File: src/rtl/bar_pkg.sv
package bar_pkg;
   localparam int unsigned REG_W     = 32;
   localparam int unsigned FLAG_W    = 4;
   localparam logic [1:0]  LOC_32BIT = 2'b00;
   localparam logic [1:0]  LOC_64BIT = 2'b10;

   // Compose the constant low nibble from the window kind.
   function automatic logic [FLAG_W-1:0] flag_nibble(input bit io_space,
                                                     input logic [1:0] loc,
                                                     input bit prefetch);
      if (io_space)
         return 4'b0001;
      else
         return {prefetch, loc, 1'b0};
   endfunction
endpackage

File: src/rtl/bar_type_flags.sv
module bar_type_flags
   import bar_pkg::*;
#(
   parameter bit         IO_SPACE = 1'b0,
   parameter logic [1:0] LOC_TYPE = LOC_32BIT,
   parameter bit         PREFETCH = 1'b1
) (
   output logic [FLAG_W-1:0] flags
);
   generate
      if (IO_SPACE) begin : g_io
         assign flags = flag_nibble(1'b1, 2'b00, 1'b0);
      end else begin : g_mem
         assign flags = flag_nibble(1'b0, LOC_TYPE, PREFETCH);
      end
   endgenerate
endmodule

File: src/rtl/bar_base_reg.sv
module bar_base_reg
   import bar_pkg::*;
#(
   parameter int unsigned WIN_LOG2 = 12,
   localparam int unsigned BASE_W  = REG_W - WIN_LOG2
) (
   input  logic              clk,
   input  logic              rst_n,
   input  logic              wr,
   input  logic [REG_W-1:0]  wdata,
   output logic [BASE_W-1:0] base
);
   logic [BASE_W-1:0] base_q;

   // Only bits at or above the window boundary are stored.
   always_ff @(posedge clk) begin
      if (!rst_n)
         base_q <= '0;
      else if (wr)
         base_q <= wdata[REG_W-1:WIN_LOG2];
   end

   assign base = base_q;
endmodule

File: src/rtl/bar_addr_match.sv
module bar_addr_match
   import bar_pkg::*;
#(
   parameter int unsigned WIN_LOG2 = 12,
   localparam int unsigned BASE_W  = REG_W - WIN_LOG2
) (
   input  logic              enable,
   input  logic [BASE_W-1:0] base,
   input  logic [REG_W-1:0]  addr,
   output logic              match
);
   logic same_window;

   assign same_window = (addr[REG_W-1:WIN_LOG2] == base);
   assign match       = enable && same_window;
endmodule

File: src/rtl/bar_window_decoder.sv
module bar_window_decoder
   import bar_pkg::*;
#(
   parameter int unsigned WIN_LOG2 = 12,
   parameter bit          IO_SPACE = 1'b0,
   parameter logic [1:0]  LOC_TYPE = 2'b00,
   parameter bit          PREFETCH = 1'b1
) (
   input  logic        clk,
   input  logic        rst_n,
   input  logic        cfg_wr,
   input  logic [31:0] cfg_wdata,
   output logic [31:0] cfg_rdata,
   input  logic        decode_en,
   input  logic [31:0] txn_addr,
   output logic        hit
);
   localparam int unsigned  BASE_W  = REG_W - WIN_LOG2;
   localparam int unsigned  GAP_W   = WIN_LOG2 - FLAG_W;
   localparam logic [31:0]  LOW_MSK = (32'h1 << WIN_LOG2) - 32'h1;

   initial begin
      if (WIN_LOG2 < 4 || WIN_LOG2 > 31)
         $error("WIN_LOG2 must lie in 4..31");
      if (!IO_SPACE && LOC_TYPE != LOC_32BIT && LOC_TYPE != LOC_64BIT)
         $error("LOC_TYPE must be 2'b00 or 2'b10");
      if (IO_SPACE && PREFETCH)
         $error("an I/O window cannot be prefetchable");
   end

   logic [FLAG_W-1:0] flags;
   logic [BASE_W-1:0] base;

   bar_type_flags #(
      .IO_SPACE (IO_SPACE),
      .LOC_TYPE (LOC_TYPE),
      .PREFETCH (PREFETCH)
   ) u_flags (
      .flags (flags)
   );

   bar_base_reg #(
      .WIN_LOG2 (WIN_LOG2)
   ) u_base (
      .clk   (clk),
      .rst_n (rst_n),
      .wr    (cfg_wr),
      .wdata (cfg_wdata),
      .base  (base)
   );

   bar_addr_match #(
      .WIN_LOG2 (WIN_LOG2)
   ) u_match (
      .enable (decode_en),
      .base   (base),
      .addr   (txn_addr),
      .match  (hit)
   );

   // Read view: stored base, hard zeros below the window boundary, flags.
   generate
      if (GAP_W > 0) begin : g_gap
         assign cfg_rdata = {base, {GAP_W{1'b0}}, flags};
      end else begin : g_nogap
         assign cfg_rdata = {base, flags};
      end
   endgenerate

   AST_WRITE_LANDS: assert property (@(posedge clk) disable iff (!rst_n)
      cfg_wr |=> cfg_rdata[31:WIN_LOG2] == $past(cfg_wdata[31:WIN_LOG2]));
   AST_HOLD_NO_WRITE: assert property (@(posedge clk) disable iff (!rst_n)
      !cfg_wr |=> $stable(cfg_rdata));
   AST_FLAGS_FIXED: assert property (@(posedge clk) disable iff (!rst_n)
      cfg_wr |=> $stable(cfg_rdata[3:0]));
   AST_DECODE_GATED: assert property (@(posedge clk) disable iff (!rst_n)
      !decode_en |-> !hit);
   AST_HIT_IN_WINDOW: assert property (@(posedge clk) disable iff (!rst_n)
      hit |-> (((txn_addr ^ cfg_rdata) & ~LOW_MSK) == 32'h0));
endmodule

File: config.mk
export PLATFORM = sky130hd
export DESIGN_NAME = bar_window_decoder
export DESIGN_NICKNAME = d
export VERILOG_FILES = /design/src/rtl/bar_pkg.sv /design/src/rtl/bar_type_flags.sv /design/src/rtl/bar_base_reg.sv /design/src/rtl/bar_addr_match.sv /design/src/rtl/bar_window_decoder.sv
export SDC_FILE = /design/constraint.sdc
export NUM_CORES = 1
export LEC_CHECK = 0
export BUFFER_PORTS_ARGS = -buffer_cell sky130_fd_sc_hd__buf_2
export CAP_MARGIN = 40
export CORE_UTILIZATION = 32
export DETAILED_ROUTE_END_ITERATION = 16
export PLACE_DENSITY = 0.75
export SLEW_MARGIN = 20
export SYNTH_ARGS = -nofsm -noshare
export SYNTH_HDL_FRONTEND = slang
export SYNTH_SLANG_ARGS = --single-unit
File: constraint.sdc
create_clock -name clk -period 1.16 [get_ports clk]
set_input_delay 0.174 -clock clk [delete_from_list [all_inputs] [get_ports clk]]
set_output_delay 0.174 -clock clk [all_outputs]
set_load 0.005 [all_outputs]
==> metrics.txt <==
critical path, cell by cell=xor2_2 -> nor4_2 -> nand3_1 -> nor4_2 -> buf_2; fmax=582 MHz; failing checks=setup timing; Seq/Total Area, Yosys=0.376; Core Util, Final=0.508; overall power=1690 µW; final setup margin=-0.558 ns; commonest non-fill, non-tap cell in the layout=buf_2; number of cell rows=20; Max-Cap Viols=0; top routing layer used=met4; Die Y=59.7 µm; CTS tree=yes; clock slew seen by the registers of the worst setup and hold paths=0.12 ns; metal1 wirelength=1010 µm; outcome=complete, but fails checks; core area=3100 µm²; fin nets=252; Avg Cell Area, Syn=10.1 µm²; RSZ-0062 raised after global routing=yes; Mapped Area=1060 µm²; ANT cells=0; Hold Vio Cnt, Final=0; worst-case hold slack=0.114 ns; Worst Path Buf+Inv=1; CP Launch Type=flop; first-pass GRT wire length=3510 µm; period utilization=1.48; CTS buffer count=3; Mapped Cells=105; met2 wire len=1010 µm; slowest stage delay, CP=0.35 ns; # DRC=0; Area Overhead vs Synth=48.2%; leading area contributor after synthesis=dfxtp_1; H-tree depth=1; routed wl met3=224 µm; largest net degree at the start of global routing=21; crit end category=output port; Worst-Skew Late Latency=0.30 ns; Initial Util=0.343; postcts setup bufs=0; hpwl dp=1780 µm; Final Max Slew Viols=0; DRT Wirelength=2270 µm; DRT Pass-1 Iters=2; CP Max Fanout=2; critical path arrival=1.54 ns; cell mode on critical path=nor4_2; power per cell area=1070 nW/µm²; port bufs=64; dominant cells by area after synthesis=dfxtp_1 (38%), mux2i_1 (19%), nor2b_1 (12%); die area=3560 µm²; routed len/inst=10.0 µm; static leakage=0.000819 µW; Clock Skew=0 ns; die width=59.7 µm; #FFs+latches synth=20; Synth Warn #=0; DRT iter0 DRCs=4; type of the worst setup path=flop to output port; Max clock buf depth=2; Total GRT Usage=0.132; initial antenna violation count=0; total clock sinks=20; # fillers=319; RD Place Congestion=0.633; share of cells above drive strength 1=0.492; Yosys top cell area share=0.376; Root Buffer=clkbuf_4; maximum VDD drop=0.000606 V; Largest register FFs=20; pre-CTS WS=-0.290 ns; antenna-violating nets left=0; final setup violation count=1; vias per cell=4.14; Top delay family on crit path=simple AND/OR/NAND/NOR gates; vias in the first global route=884; type of the most critical hold path=primary input to flop; Tmin final=1.72 ns; Top Ports=101; CP Data Required Time=0.99 ns; DR vias=939; Yosys cell types=13; grt ovf=0; most frequent cells in the layout=buf_2 (64), mux2i_1 (20), nor2b_1 (20); Critical-path top delay cell=dfxtp_2
-- stage by stage --
step / TNS [ns] / cells / cell area (µm²)
after floorplan: -0.0554 / 115 / 1100
after global placement: -0.254 / 223 / 1510
after detailed placement: -0.290 / 223 / 1510
after CTS: -0.658 / 227 / 1560
after global routing: -0.725 / 227 / 1580
final: -0.558 / 227 / 1580
-- repair_timing --
item | 4_1_cts | 5_1_grt
pin swaps | 0 | 1
gates resized for setup | 0 | 3
hold buffers | 0 | 0
endpoints found under the setup margin | 1 | 1
-- routing by layer --
layer,vias up,global-route usage
li1,475,-
met1,411,0.154
met5,-,0
met4,0,0.0498
met3,2,0.0390
met2,51,0.227
-- tightest hold or removal path, delay by kind of cell --
family | cells | cell delay [ns]
multiplexers | 1 | 0.05
buffers and inverters | 1 | 0.07
AND/OR/NAND/NOR | 1 | 0.09
-- cell usage after synthesis --
library cell / instances
xor2_1: 8
nand4_1: 3
clkbuf_1: 2
xnor2_1: 12
mux2i_1: 20
nor4_2: 1
nor2b_1: 20
buf_2: 2
conb_1: 2
nor4_1: 2
dfxtp_1: 20
buf_4: 12
nand3_1: 1
-- final timing paths --
kind | to | cells past startpoint | slack [ns] | from
setup / recovery | hit | 5 | -0.56 | u_base.base[14]$_SDFFE_PN0P_
hold / removal | u_base.base[12]$_SDFFE_PN0P_ | 3 | 0.11 | cfg_wdata[24]
setup reg to reg | u_base.base[10]$_SDFFE_PN0P_ | 3 | 0.39 | u_base.base[10]$_SDFFE_PN0P_
hold reg to reg | u_base.base[5]$_SDFFE_PN0P_ | 2 | 0.55 | u_base.base[5]$_SDFFE_PN0P_
-- power by group --
part           switching [µW]  internal [µW]
sequential               28.8            729
clock                     227            349
combinational             144            214
-- layout make-up --
type | count | area (µm²) | share of cell area
clock buffer | 3 | 22.5 | 0.0143
clock inverter | 1 | 30.0 | 0.0190
multi-input combinational | 79 | 614 | 0.389
sequential | 20 | 403 | 0.255
tap | 44 | 55.1 | 0.0349
timing repair buffer | 80 | 453 | 0.287
-- cell families after synthesis --
logic type | Yosys count | synth area share
other | 2 | 0.00705
buffers and inverters | 16 | 0.101
AND/OR/NAND/NOR | 27 | 0.163
multiplexers | 20 | 0.188
flip-flops | 20 | 0.376
XOR/XNOR | 20 | 0.165
Power figures use the tool's default switching activity.
